--- src/rtl/mdio_pkg.sv ---
package mdio_pkg;
  // Control word bit positions (host-visible layout)
  localparam int CTL_DO  = 0;
  localparam int CTL_DI  = 1;
  localparam int CTL_OE  = 2;
  localparam int CTL_CLK = 3;
  localparam int CTL_W   = 4;

  localparam logic [1:0] START_CODE = 2'b01;
  localparam logic [1:0] OP_WRITE   = 2'b01;
  localparam logic [1:0] OP_READ    = 2'b10;
  localparam logic [1:0] TA_WRITE   = 2'b10;

  typedef enum logic [1:0] {
    PH_IDLE  = 2'd0,
    PH_READ  = 2'd1,
    PH_WRITE = 2'd2
  } phase_e;
endpackage

--- src/rtl/mdio_bit_sampler.sv ---
module mdio_bit_sampler
  import mdio_pkg::*;
#(
  parameter int SHIFT_W = 32
) (
  input  logic               clk,
  input  logic               rst_n,
  input  logic               we,
  input  logic [CTL_W-1:0]   wdata,
  output logic               step,
  output logic [SHIFT_W-1:0] sr_next,
  output logic [CTL_W-1:0]   ctrl_q
);
  localparam logic [CTL_W-1:0] KEEP_MASK = ~(CTL_W'(1) << CTL_DI);

  logic               last_clk_q;
  logic [SHIFT_W-1:0] sr_q;
  logic               bit_in;

  always_comb begin
    step    = we && !last_clk_q && wdata[CTL_CLK];
    bit_in  = wdata[CTL_DO] & wdata[CTL_OE];
    sr_next = {sr_q[SHIFT_W-2:0], bit_in};
  end

  always_ff @(posedge clk) begin
    if (!rst_n) begin
      last_clk_q <= 1'b0;
      sr_q       <= '0;
      ctrl_q     <= '0;
    end else begin
      if (step) sr_q <= sr_next;
      if (we) begin
        last_clk_q <= wdata[CTL_CLK];
        ctrl_q     <= wdata & KEEP_MASK;
      end
    end
  end
endmodule

--- src/rtl/mdio_frame_ctrl.sv ---
module mdio_frame_ctrl
  import mdio_pkg::*;
#(
  parameter int SHIFT_W = 32,
  parameter int REG_W   = 16,
  parameter int ADDR_W  = 5
) (
  input  logic               clk,
  input  logic               rst_n,
  input  logic               step,
  input  logic [SHIFT_W-1:0] sr_next,
  input  logic [REG_W-1:0]   rd_data,
  output logic [ADDR_W-1:0]  rd_addr,
  output logic               wr_en,
  output logic [ADDR_W-1:0]  wr_addr,
  output logic [REG_W-1:0]   wr_data,
  output logic               di,
  output phase_e             phase
);
  localparam int CNT_W = $clog2(SHIFT_W) + 2;
  localparam logic signed [CNT_W-1:0] SYNC_CNT = CNT_W'(SHIFT_W);
  localparam logic signed [CNT_W-1:0] HDR_CNT  = CNT_W'(REG_W);
  localparam logic signed [CNT_W-1:0] CNT_DONE = '1;
  localparam logic signed [CNT_W-1:0] CNT_ZERO = '0;
  // header field positions inside the last 16 received bits
  localparam int RA_LO = 2;
  localparam int PA_LO = RA_LO + ADDR_W;

  logic signed [CNT_W-1:0] cnt_q, cnt_v;
  phase_e                  phase_q, phase_v;
  logic [ADDR_W-1:0]       addr_q, addr_v;
  logic [REG_W-1:0]        out_q, out_v;
  logic                    di_q, di_v;
  logic                    sync;
  logic [1:0]              hdr_start, hdr_op, hdr_ta;

  assign hdr_start = sr_next[15:14];
  assign hdr_op    = sr_next[13:12];
  assign hdr_ta    = sr_next[1:0];
  assign rd_addr   = sr_next[RA_LO +: ADDR_W];
  assign sync      = &sr_next;

  always_comb begin
    cnt_v   = sync ? SYNC_CNT : cnt_q;
    phase_v = phase_q;
    addr_v  = addr_q;
    out_v   = out_q;
    di_v    = di_q;
    wr_en   = 1'b0;
    if (step) begin
      if (cnt_v == HDR_CNT) begin
        if (hdr_start == START_CODE && hdr_op == OP_WRITE && hdr_ta == TA_WRITE)
          phase_v = PH_WRITE;
        else if (hdr_start == START_CODE && hdr_op == OP_READ && !hdr_ta[0])
          phase_v = PH_READ;
        else
          phase_v = PH_IDLE;
        if (phase_v != PH_IDLE) addr_v = rd_addr;
        if (phase_v == PH_READ) out_v = rd_data;
      end
      if (phase_v == PH_READ && cnt_v < HDR_CNT) begin
        di_v  = out_v[REG_W-1];
        out_v = {out_v[REG_W-2:0], 1'b0};
      end
      if (cnt_v == CNT_ZERO && phase_v != PH_IDLE) begin
        wr_en   = (phase_v == PH_WRITE);
        phase_v = PH_IDLE;
      end
    end
  end

  assign wr_addr = addr_v;
  assign wr_data = sr_next[REG_W-1:0];
  assign di      = di_q;
  assign phase   = phase_q;

  always_ff @(posedge clk) begin
    if (!rst_n) begin
      cnt_q   <= CNT_DONE;
      phase_q <= PH_IDLE;
      addr_q  <= '0;
      out_q   <= '0;
      di_q    <= 1'b0;
    end else if (step) begin
      cnt_q   <= (cnt_v == CNT_DONE) ? CNT_DONE : cnt_v - 1'b1;
      phase_q <= phase_v;
      addr_q  <= addr_v;
      out_q   <= out_v;
      di_q    <= di_v;
    end
  end

  // PHY address field is decoded but deliberately not used for filtering
  logic unused_phy;
  assign unused_phy = ^sr_next[PA_LO +: ADDR_W];
endmodule

--- src/rtl/mdio_regfile.sv ---
module mdio_regfile #(
  parameter int          NREG       = 32,
  parameter int          REG_W      = 16,
  parameter int          ADDR_W     = $clog2(NREG),
  parameter int          ID_HI_ADDR = 2,
  parameter int          ID_LO_ADDR = 3,
  parameter logic [15:0] ID_HI      = 16'h0022,
  parameter logic [15:0] ID_LO      = 16'h161A
) (
  input  logic              clk,
  input  logic              rst_n,
  input  logic              we,
  input  logic [ADDR_W-1:0] waddr,
  input  logic [REG_W-1:0]  wdata,
  input  logic [ADDR_W-1:0] raddr,
  output logic [REG_W-1:0]  rdata
);
  logic [REG_W-1:0] regs_q [NREG];

  for (genvar g = 0; g < NREG; g++) begin : g_reg
    if (g == ID_HI_ADDR) begin : g_id_hi
      assign regs_q[g] = REG_W'(ID_HI);
    end else if (g == ID_LO_ADDR) begin : g_id_lo
      assign regs_q[g] = REG_W'(ID_LO);
    end else begin : g_rw
      logic [REG_W-1:0] val_q;
      always_ff @(posedge clk) begin
        if (!rst_n) val_q <= '0;
        else if (we && waddr == ADDR_W'(g)) val_q <= wdata;
      end
      assign regs_q[g] = val_q;
    end
  end

  assign rdata = regs_q[raddr];
endmodule

--- src/rtl/mdio_responder.sv ---
module mdio_responder
  import mdio_pkg::*;
#(
  parameter int          SHIFT_W    = 32,
  parameter int          NREG       = 32,
  parameter int          REG_W      = 16,
  parameter int          ID_HI_ADDR = 2,
  parameter int          ID_LO_ADDR = 3,
  parameter logic [15:0] ID_HI      = 16'h0022,
  parameter logic [15:0] ID_LO      = 16'h161A
) (
  input  logic       clk,
  input  logic       rst_n,
  input  logic       host_we,
  input  logic [3:0] host_wdata,
  output logic [3:0] host_rdata
);
  localparam int ADDR_W = $clog2(NREG);

  logic               step;
  logic [SHIFT_W-1:0] sr_next;
  logic [CTL_W-1:0]   ctrl_q;
  logic [REG_W-1:0]   rd_data;
  logic [ADDR_W-1:0]  rd_addr;
  logic               wr_en;
  logic [ADDR_W-1:0]  wr_addr;
  logic [REG_W-1:0]   wr_data;
  logic               di;
  phase_e             phase;

  mdio_bit_sampler #(.SHIFT_W(SHIFT_W)) u_samp (
    .clk(clk), .rst_n(rst_n), .we(host_we), .wdata(host_wdata),
    .step(step), .sr_next(sr_next), .ctrl_q(ctrl_q)
  );

  mdio_frame_ctrl #(.SHIFT_W(SHIFT_W), .REG_W(REG_W), .ADDR_W(ADDR_W)) u_fsm (
    .clk(clk), .rst_n(rst_n), .step(step), .sr_next(sr_next),
    .rd_data(rd_data), .rd_addr(rd_addr), .wr_en(wr_en),
    .wr_addr(wr_addr), .wr_data(wr_data), .di(di), .phase(phase)
  );

  mdio_regfile #(
    .NREG(NREG), .REG_W(REG_W), .ADDR_W(ADDR_W),
    .ID_HI_ADDR(ID_HI_ADDR), .ID_LO_ADDR(ID_LO_ADDR),
    .ID_HI(ID_HI), .ID_LO(ID_LO)
  ) u_rf (
    .clk(clk), .rst_n(rst_n), .we(wr_en), .waddr(wr_addr),
    .wdata(wr_data), .raddr(rd_addr), .rdata(rd_data)
  );

  always_comb begin
    host_rdata         = ctrl_q;
    host_rdata[CTL_DI] = di;
  end
endmodule

--- config.mk ---
export PLATFORM = sky130hd
export DESIGN_NAME = mdio_responder
export DESIGN_NICKNAME = d
export VERILOG_FILES = /design/src/rtl/mdio_pkg.sv /design/src/rtl/mdio_bit_sampler.sv /design/src/rtl/mdio_frame_ctrl.sv /design/src/rtl/mdio_regfile.sv /design/src/rtl/mdio_responder.sv
export SDC_FILE = /design/constraint.sdc
export NUM_CORES = 1
export LEC_CHECK = 0
export BUFFER_PORTS_ARGS = -buffer_cell sky130_fd_sc_hd__buf_4
export CAP_MARGIN = 0
export CORE_ASPECT_RATIO = 0.7
export CORE_MARGIN = 2
export CORE_UTILIZATION = 25
export DETAILED_ROUTE_END_ITERATION = 6
export GPL_TIMING_DRIVEN = 0
export PLACE_DENSITY = 0.43
export SETUP_SLACK_MARGIN = 0.3
export SKIP_LAST_GASP = 1
export SYNTH_ARGS = -nofsm -noshare
export SYNTH_HDL_FRONTEND = slang
export SYNTH_HIERARCHICAL = 1
export SYNTH_SLANG_ARGS = --single-unit
--- constraint.sdc ---
create_clock -name clk -period 13.9 [get_ports clk]
set_input_delay 2.78 -clock clk [delete_from_list [all_inputs] [get_ports clk]]
set_output_delay 2.78 -clock clk [all_outputs]
set_load 0.005 [all_outputs]
# --- Word level (Yosys, flattened, before mapping) ---
# Cells that the tools add are included.
classes:
  n_reduce_logical: 46
  eq_ne: 38
  bitwise: 2
  order_cmp: 2
  mux: 20
  n_addsub: 1
ops:
  columns: ["operator", "count"]
  rows:
  - ["$bmux W16 S5", 1]
  - ["$eq A5 B5 Y1 const B", 16]
  - ["$mux W16", 5]
  - ["$eq A5 B4 Y1 const B", 8]
  - ["$logic_and A1 B1 Y1", 38]
  - ["$reduce_and A32 Y1", 1]
  - ["$eq A5 B3 Y1 const B", 4]
  - ["$mux W5", 3]
  - ["$mux W7", 2]
  - ["$mux W2", 6]
  - ["$eq A2 B1 Y1 const B", 4]
  - ["$eq A7 B1 Y1 const B", 1]
  - ["$eq A7 B6 Y1 const B", 1]
  - ["$logic_not A7 Y1", 1]
  - ["$lt A7 B6 Y1 const B", 1]
  - ["$sub A7 B1 Y7 const B", 1]
  - ["$eq A2 B2 Y1 const B", 3]
  - ["$ge A6 B6 Y1 const B", 1]
  - ["$not A5 Y6", 1]
  - ["$eq A5 B1 Y1 const B", 1]
  - ["$logic_not A5 Y1", 1]
  - ["$reduce_bool A2 Y1", 2]
  - ["$mux W1", 3]
  - ["$logic_not A1 Y1", 2]
  - ["2 further kinds", 2]
totals:
  reg_bits: 546
  output_inout_bits: 4
  inputBits: 7
  elab_cells: 147

# --- Logic depth before layout (Yosys ltp) ---
# Gate-level depths: netlist of run 1.
depth:
  ltp_word: 14
  mapped_depth: 19
  depth_no_buf: 14

# --- Cells and area by module ---
# The synthesis of run 1 kept the hierarchy.
by_module_without_submodules:
  columns: ["mod", "instances", "seq_area_each_um2", "area_per_inst_um2", "cells_per_inst"]
  rows:
  - ["mdio_regfile", 1, 9609.2, 21874.7, 2517]
  - ["mdio_frame_ctrl", 1, 620.6, 2039.5, 237]
  - ["mdio_bit_sampler", 1, 680.7, 1277.5, 118]
  - ["mdio_responder", 1, 0.0, 7.5, 1]

# --- Least setup slack after synthesis of run 1 ---
# No wires, ideal clock.
synth_path:
  path_type: "input -> register"
  from: "input port host_wdata[2]"
  to: "register u_rf.g_reg[0].g_rw.val_q[10]"
  setup_slack_ps: 6604
  t_required_ps: 13830
  setup_time_ps: 70
  arrival_ps: 7226
  path_stages: 17
  path_buffers: 3
  path_cell_list: "and2_1 -> buf_4 -> nand4_1 -> nor4_2 -> nand2_1 -> nand2_1 -> ha_1 -> or4b_4 -> or3_4 -> a2111oi_4 -> mux2_2 -> buf_2 -> or4b_4 -> nor3_4 -> buf_2 -> nand2_1 -> a21boi_1"
synth_via:
  word_cells_on_any_way: 26
  cone_classes: "eq/ne: 3; mux: 12; bitwise: 1; reduce/logical: 10"
synth_lines:
  columns: ["item", "line_no", "rtl"]
  rows:
  - ["start, declared", "mdio_responder.sv:15", "input logic [3:0] host_wdata,"]
  - ["$and A1 B1 Y1 (*)", "mdio_bit_sampler.sv:22", "bit_in = wdata[CTL_DO] & wdata[CTL_OE];"]
  - ["net sr_next[0]", "mdio_responder.sv:21", "logic [SHIFT_W-1:0] sr_next;"]
  - ["$logic_not A1 Y1", "mdio_frame_ctrl.sv:54", "else if (hdr_start == START_CODE && hdr_op == OP_READ && !hdr_ta[0])"]
  - ["$logic_and A1 B1 Y1", "mdio_frame_ctrl.sv:54", null]
  - ["$mux W1", "mdio_frame_ctrl.sv:54", null]
  - ["$mux W2", "mdio_frame_ctrl.sv:52", "if (hdr_start == START_CODE && hdr_op == OP_WRITE && hdr_ta == TA_WRITE)"]
  - ["$mux W2", "mdio_frame_ctrl.sv:51", "if (cnt_v == HDR_CNT) begin"]
  - ["$mux W2", "mdio_frame_ctrl.sv:50", "if (step) begin"]
  - ["$reduce_bool A2 Y1", "mdio_frame_ctrl.sv:58", "if (phase_v != PH_IDLE) addr_v = rd_addr;"]
  - ["$mux W5", "mdio_frame_ctrl.sv:58", null]
  - ["$mux W5 (*)", "mdio_frame_ctrl.sv:51", null]
  - ["$mux W5 (*)", "mdio_frame_ctrl.sv:50", null]
  - ["net wr_addr[4]", "mdio_responder.sv:26", "logic [ADDR_W-1:0] wr_addr;"]
  - ["$logic_not A5 Y1 (*)", "mdio_regfile.sv:29", "else if (we && waddr == ADDR_W'(g)) val_q <= wdata;"]
  - ["$logic_and A1 B1 Y1 (*)", "mdio_regfile.sv:29", null]
  - ["end signal, assigned", "mdio_regfile.sv:29", null]
  - ["end, declared", "mdio_regfile.sv:26", "logic [REG_W-1:0] val_q;"]
# The timed path passes the listed nets; every way through them passes the cells marked *. The select of a mux whose other input is x is not followed.
# A chain may end at the register's enable or synchronous reset.

# --- Worst setup path in the final report of run 1 ---
layout_path:
  from: "input port host_wdata[2]"
  to: "register u_rf.g_reg[29].g_rw.val_q[8]"
layout_via:
  word_cells_on_any_way: 26
  cone_classes: "eq/ne: 4; mux: 12; bitwise: 1; reduce/logical: 9"
layout_lines:
  columns: ["item", "line_no", "rtl"]
  rows:
  - ["$and A1 B1 Y1 (*)", "mdio_bit_sampler.sv:22", null]
  - ["net u_samp.bit_in", "mdio_bit_sampler.sv:18", "logic bit_in;"]
  - ["$logic_not A1 Y1", "mdio_frame_ctrl.sv:54", null]
  - ["$logic_and A1 B1 Y1", "mdio_frame_ctrl.sv:54", null]
  - ["$mux W1", "mdio_frame_ctrl.sv:54", null]
  - ["$mux W2", "mdio_frame_ctrl.sv:52", null]
  - ["$mux W2", "mdio_frame_ctrl.sv:51", null]
  - ["$mux W2", "mdio_frame_ctrl.sv:50", null]
  - ["$reduce_bool A2 Y1", "mdio_frame_ctrl.sv:58", null]
  - ["$mux W5", "mdio_frame_ctrl.sv:58", null]
  - ["$mux W5 (*)", "mdio_frame_ctrl.sv:51", null]
  - ["$mux W5 (*)", "mdio_frame_ctrl.sv:50", null]
  - ["net wr_addr[1]", "mdio_responder.sv:26", null]
  - ["$eq A5 B5 Y1 (*)", "mdio_regfile.sv:29", null]
  - ["$logic_and A1 B1 Y1 (*)", "mdio_regfile.sv:29", null]
  - ["end signal, assigned", "mdio_regfile.sv:29", null]
  - ["end, declared", "mdio_regfile.sv:26", null]
# Marks and branches as above.

==> results of run 1 <==
[power by group]
group / total, mW / internal (mW) / leakage [nW] / switching [mW]
registers: 1.56 / 1.56 / 4.39 / 0.000770
logic: 0.0769 / 0.0304 / 3.58 / 0.0465
clock network: 1.67 / 0.979 / 1.00 / 0.689
total: 3.31 / 2.57 / 8.97 / 0.736
[cells in the final DEF (no fill, tap or decap), types with 5 or more instances in the layout]
master / n
bufinv_16: 5
a22o_1: 31
a21oi_1: 25
dfxtp_1: 545
and2_1: 23
nand4_1: 9
clkbuf_1: 201
a21boi_0: 382
o21ai_1: 9
o21ai_0: 37
a21boi_1: 98
nor2_1: 41
nor3_1: 8
mux2_2: 7
nand2b_1: 11
o41ai_1: 9
o221ai_1: 21
buf_4: 43
o22ai_1: 7
nand2_1: 1035
clkbuf_16: 59
clkinv_2: 9
mux2i_1: 89
o31ai_1: 6
clkbuf_8: 21
mux4_2: 99
buf_2: 35
nor2b_1: 9
buf_6: 6
inv_1: 9
a211oi_1: 19
[path summary, 6_finish.rpt]
kind                                    start  cells after the start                      endpoint  slack, ps
hold / removal    u_rf/g_reg[8].g_rw.val_q[7]                      2   u_rf/g_reg[8].g_rw.val_q[7]        450
setup / recovery                host_wdata[2]                     18  u_rf/g_reg[29].g_rw.val_q[8]       5500
setup reg to reg               u_samp/sr_q[5]                     15  u_rf/g_reg[29].g_rw.val_q[8]       7270
hold reg to reg   u_rf/g_reg[8].g_rw.val_q[7]                      2   u_rf/g_reg[8].g_rw.val_q[7]        450
[registers in the layout (all words and copies together) (netlist names)]
signal	flops
u_fsm/addr_q	5
u_fsm/di	1
u_fsm/out_q	16
u_samp/ctrl_q	2
u_fsm/cnt_q	7
u_samp/sr_q	31
u_rf/g.g_rw.val_q	480
u_fsm/phase	2
u_samp/last_clk_q	1
[worst reg2reg max path, cell delays in order, from the launching register on]
cell and delay (ps):
dfxtp_1 610, nand4_1 220, nor4_2 760, nand2_1 310, nand2_1 180, ha_1 300
or4b_4 510, or3_4 420, a2111oi_4 460, mux2_2 440, buf_2 190, nand4b_1 500
nor2_1 810, clkbuf_1 560, nand2_1 110, a21boi_0 180
[per-stage QoR]
step / setup slack [ps] / utilization [%] / cells / total power, mW
after floorplan: 6604 / - / 2871 / 1.647
after global placement: 4874 / 26.92 / 4215 / 1.675
after detailed placement: 4926 / 26.94 / 4218 / 1.675
after CTS: 5588 / 28.96 / 4324 / 3.350
after global routing: 5048 / 28.96 / 4325 / 3.418
final: 5498 / 28.97 / 4327 / 3.308
[area by class of cell]
class	instances	area share (%)
Multi-Input combinational cell	2045	44.80
Sequential cell	545	37.66
Clock buffer	90	6.224
Tap cell	1336	5.770
Buffer	271	4.375
Clock inverter	16	0.7342
Timing Repair Buffer	12	0.2850
Inverter	10	0.1296
Antenna cell	2	0.01728
[layer usage]
layer | wire length, µm | share of wire, %
met2 | 34750 | 36
met1 | 51690 | 54
met5 | 0 | 0
met4 | 1242 | 1.3
met3 | 8000 | 8.4
==> run_results.csv, run 1 <==
group,metric,value,unit
status,status,"complete, but fails checks",
status,failed_checks,"max-capacitance violations",
grt,grt_pass1_vias,19490,
grt,overflow,0,
grt,met1_usage,30.65,%
die,rows,97,
clock_tree,cts.repair.resized,0,
clock_tree,clock-sinks,545,
grt,use_met2,22.77,%
layout,area_growth,15.02,%
power,vdd_ir_drop_max,0.00008406,V
logic_synthesis,syn_inst,2871,
place,dpl_cell_area,26940,µm²
clock_tree,clkLatencyLatePin,640,ps
sta,slew_headroom,1.682,%
clock_tree,cts_buffer_depth,3,
critical_path,path_max_fanout,10,
die,coreArea,100000,µm²
critical_path,worstPathArrival,8950,ps
flow_run,maxCapViolations,2,
grt,antenna_found_initial,4,
logic_synthesis,syn_nets,2880,
clock_tree,root_buffer,"clkbuf_16",
place,routabilityCongestion,0.8881,
power,p_per_area,114.2,nW/µm²
sta,setup_tns,0,ps
die,initial_core_util,25.19,%
die,die_width,383.4,µm
clock_tree,ctsHoldBuffers,0,
logic_synthesis,yosysWarnings,6,
place,hpwl,72.01,mm
sta,maxClockFrequency,119.0,MHz
clock_tree,htree_levels,2,
sta,slew_viol_final,0,
logic_synthesis,syn-mean-instance-area,8.773,µm²
sta,fin_crit_sh,60.45,%
critical_path,worstSetupStartpointType,"input port",
sta,clock_skew,18.32,ps
sta,finalHoldViolCount,0,
routing,drtAntennaViolNets,0,
grt,grt_start_max_net_pins,15,
place,port-buffer-count,8,
layout,fin_nets,2952,
grt,grt_pass1_wl,140.0,mm
critical_path,max_stage_delay,810,ps
hold_path,worstHoldPathType,"register to register",
sta,fin_crit,8402,ps
critical_path,path_class,"input port to register",
clock_tree,cts_buffers,58,
layout,final_cell_area,28970,µm²
critical_path,path_cells,"buf_4 -> and2_1 -> buf_4 -> nand4_1 -> nor4_2 -> nand2_1 -> nand2_1 -> ha_1 -> or4b_4 -> or3_4 -> a2111oi_4 -> mux2_2 -> buf_2 -> nand4b_1 -> nor2_1 -> clkbuf_1 -> nand2_1 -> a21boi_0",
critical_path,cpMaxStageDelayCell,"nor2_1",
logic_synthesis,syn_area,25190,µm²
routing,wl_per_cell,22.11,µm
critical_path,critPathCaptureType,"register",
layout,drive_above_1_share,10.37,%
routing,vias,20980,
grt,grtUsageMet3,3.622,%
routing,firstDrtPassIters,5,
critical_path,cp_num_buf_inv,4,
sta,setup_violations,0,
routing,postRouteWirelength,95.68,mm
die,die_height,269.6,µm
sta,worst_slew_pin_slew,1456,ps
die,die_area,103300,µm²
sta,rsz0062_at_grt,"no",
routing,vias_per_cell,4.848,
clock_tree,clk_pin_slew,60,ps
layout,multiInputGateArea,12980,µm²
routing,drt_iter0_drc,2056,
die,floorplan.io_pins,11,
critical_path,cp_top_family,"simple AND/OR/NAND/NOR gates",
clock_tree,cts_tree,"yes",
routing,drt_drc_violations_left,0,
sta,whs,452.5,ps
layout,register_area,10910,µm²
power,power.static_leakage,8.971,nW
grt,grt.busiest_layer,"met1",
grt,grt.total_usage,18.17,%
clock_tree,cts_post_setup_buffers_inserted,0,
critical_path,crit_path_frequent_cell,"nand2_1",
critical_path,critPathRequiredTime,14450,ps
layout,fillCellCount,10690,
No activity file was read; power rests on OpenSTA's default activity.
==> run 2: changes to the inputs <==
- ABC_AREA: not set -> 1
- PLACE_DENSITY: 0.43 -> 0.45
- clock period: 13.9 -> 6.8 ns (I/O delays scaled with it)
==> run 2 against run 1 <==
The flow finishes with violations (max-capacitance violations, max-slew violations). Clock skew grew 19 ps. Total power up 120%. Register-to-register slack worse by 6100 ps. Flip-flop and latch count unchanged. Worst hold slack lost 4.1 ps. Routed wire length grew 39%. Sequential share of layout area shrank 0.47 points. Critical path depth up 5. Final area rose by 1.3%. Global-route usage is 6.4 points higher. Non-clock buffer count is 58 higher. Critical endpoint is now u_rf/g_reg[1].g_rw.val_q[14].
==> run_results.csv, run 2 <==
group,metric,value,unit
status,status,"complete, but fails checks",
status,failed_checks,"max-capacitance violations, max-slew violations",
layout,fillCellCount,11670,
routing,vias_per_cell,4.961,
clock_tree,root_buffer,"clkbuf_16",
power,power.static_leakage,11.71,nW
sta,setup_tns,0,ps
critical_path,critPathRequiredTime,7300,ps
place,port-buffer-count,9,
sta,setup_ws,1038,ps
die,die_width,387.0,µm
grt,met1_usage,37.41,%
sta,slew_viol_final,22,
power,p_switching,2.175,mW
layout,register_area,10910,µm²
layout,largest_reg_flops,480,
routing,drt_drc_violations_left,0,
place,routabilityCongestion,1.030,
sta,clock_skew,37.68,ps
routing,postRouteWirelength,133.4,mm
grt,grt.busiest_layer,"met1",
logic_synthesis,yosysWarnings,6,
die,die_area,105300,µm²
layout,fin_nets,4031,
layout,multiInputGateArea,11800,µm²
logic_synthesis,syn_inst,3953,
critical_path,max_stage_delay,1000,ps
logic_synthesis,syn-mean-instance-area,6.494,µm²
routing,drt_iter0_drc,3481,
power,seqPwrFrac,43.5,%
routing,firstDrtPassIters,5,
critical_path,reg2reg_from,"u_samp/sr_q[4]",
hold_path,min_path_cells,2,
layout,top_register,"u_rf/g.g_rw.val_q",
die,initial_core_util,25.19,%
critical_path,worstPathArrival,6260,ps
critical_path,critPathCaptureType,"register",
grt,antenna_found_initial,13,
grt,use_met2,30.93,%
clock_tree,cts_buffers,57,
die,floorplan.io_pins,11,
sta,setup_violations,0,
clock_tree,cts_tree,"yes",
critical_path,path_cells,"buf_4 -> nand2_1 -> inv_1 -> buf_4 -> nand2_1 -> nor2_1 -> nand2_1 -> nor2_2 -> nand2_4 -> nand2_1 -> ha_1 -> nand2_2 -> clkinv_1 -> nand4_1 -> inv_1 -> nand2_1 -> nand2_1 -> nand2_1 -> nor3_1 -> nand2_1 -> clkbuf_1 -> o21ai_0 -> a21oi_1",
clock_tree,clk_pin_slew,70,ps
routing,drtAntennaViolNets,0,
clock_tree,clkLatencyLatePin,660,ps
layout,drive_above_1_share,5.804,%
critical_path,cpMaxStageDelayCell,"nor3_1",
die,coreArea,101900,µm²
sta,finalHoldViolCount,0,
critical_path,worstRegToRegCells,19,
grt,overflow,0,
grt,grt_start_max_net_pins,15,
layout,layout_common_cells,"nand2_1 (909), dfxtp_1 (545), nor2_1 (520)",
layout,final_common_cell,"nand2_1",
logic_synthesis,syn_nets,3962,
power,p_int,5.250,mW
clock_tree,cts_post_setup_buffers_inserted,0,
routing,vias,26890,
die,die_height,272.1,µm
layout,reg_top3,"u_rf/g.g_rw.val_q x480, u_samp/sr_q x31, u_fsm/out_q x16",
place,dp_slack,698.1,ps
power,p_sw_share,29.30,%
routing,wl_per_cell,24.60,µm
sta,slew_headroom,-8.546,%
place,hpwl,98.46,mm
grt,grt.total_usage,24.61,%
power,combPwrFrac,12.0,%
grt,grt_pass1_vias,23980,
power,clock_power_share,44.4,%
sta,fin_crit_sh,84.74,%
power,p_per_area,253.1,nW/µm²
flow_run,maxCapViolations,2,
die,rows,98,
critical_path,worstSetupStartpointType,"input port",
hold_path,hp-start,"u_rf/g_reg[6].g_rw.val_q[3]",
critical_path,r2r_end,"u_rf/g_reg[1].g_rw.val_q[14]",
sta,maxClockFrequency,173.5,MHz
clock_tree,ctsHoldBuffers,0,
clock_tree,cts_buffer_depth,3,
logic_synthesis,syn_area,25670,µm²
grt,grt_pass1_wl,183.8,mm
hold_path,min_to,"u_rf/g_reg[6].g_rw.val_q[3]",
power,vdd_ir_drop_max,0.0001751,V
sta,fin_crit,5762,ps
hold_path,worstHoldPathType,"register to register",
critical_path,crit_path_frequent_cell,"nand2_1",
clock_tree,htree_levels,2,
sta,rsz0062_at_grt,"no",
sta,worst_slew_pin_slew,1628,ps
clock_tree,clock-sinks,545,
critical_path,path_class,"input port to register",
critical_path,reg2reg_slack,1170,ps
critical_path,path_max_fanout,10,
layout,area_growth,14.28,%
clock_tree,cts.repair.resized,0,
grt,grtUsageMet3,10.15,%
-- run 2: power groups by stage --
stage / logic [mW] / registers, mW / clock network [mW]
global placement: 0.853 / 3.30 / 0
global route: 0.928 / 3.23 / 3.50
detailed placement: 0.851 / 3.30 / 0
finish: 0.894 / 3.23 / 3.30
CTS: 0.854 / 3.23 / 3.36
floorplan: 0.423 / 3.30 / 0
-- run 2: stage by stage --
step / hold WS [ps] / std cells / cell area, µm² / total power, mW / util, %
5_1_grt: 463.7 / 5416 / 29330 / 7.659 / 28.78
3_5_place_dp: 436.3 / 5312 / 27430 / 4.155 / 26.92
3_3_place_gp: 433.2 / 5312 / 27430 / 4.157 / 26.92
6_report: 448.3 / 5420 / 29340 / 7.425 / 28.79
4_1_cts: 446.3 / 5415 / 29310 / 7.442 / 28.77
2_1_floorplan: 423.7 / 3953 / 25670 / 3.718 / -
-- run 2: final cells by class --
cell class / count / area share, %
antenna: 4 / 0.03412
buffer: 331 / 5.029
clock buffer: 81 / 5.476
clock inverter: 22 / 0.9298
inverter: 397 / 5.080
multi-input combinational: 2680 / 40.22
sequential: 545 / 37.19
tap: 1350 / 5.758
timing repair buffer: 10 / 0.2815
-- run 2: routing by layer --
layer / up-vias / routed length [µm]
li1: 12660 / -
met5: - / 154
met3: 154 / 18390
met2: 1274 / 47930
met1: 12790 / 64040
met4: 4 / 2849
-- run 2: worst max-delay path by stage --
stage                  startpoint                            end  slack, ps  depth (start not counted)
floorplan           host_wdata[2]  u_rf/g_reg[12].g_rw.val_q[10]       2560                         21
global placement    host_wdata[2]  u_rf/g_reg[17].g_rw.val_q[12]        680                         23
detailed placement  host_wdata[2]   u_rf/g_reg[1].g_rw.val_q[14]        700                         23
CTS                 host_wdata[2]   u_rf/g_reg[1].g_rw.val_q[14]       1350                         23
global route        host_wdata[2]  u_rf/g_reg[17].g_rw.val_q[13]        880                         23
finish              host_wdata[2]   u_rf/g_reg[1].g_rw.val_q[14]       1040                         23
-- run 2: worst max-delay path, delay by kind of cell --
| kind | cells | cell delay (ps) |
|---|---|---|
| buffers and inverters | 6 | 1060 |
| adder cells (fa/ha/maj) | 1 | 360 |
| AND/OR/NAND/NOR | 14 | 3120 |
| AO/OA/AOI/OAI | 2 | 350 |
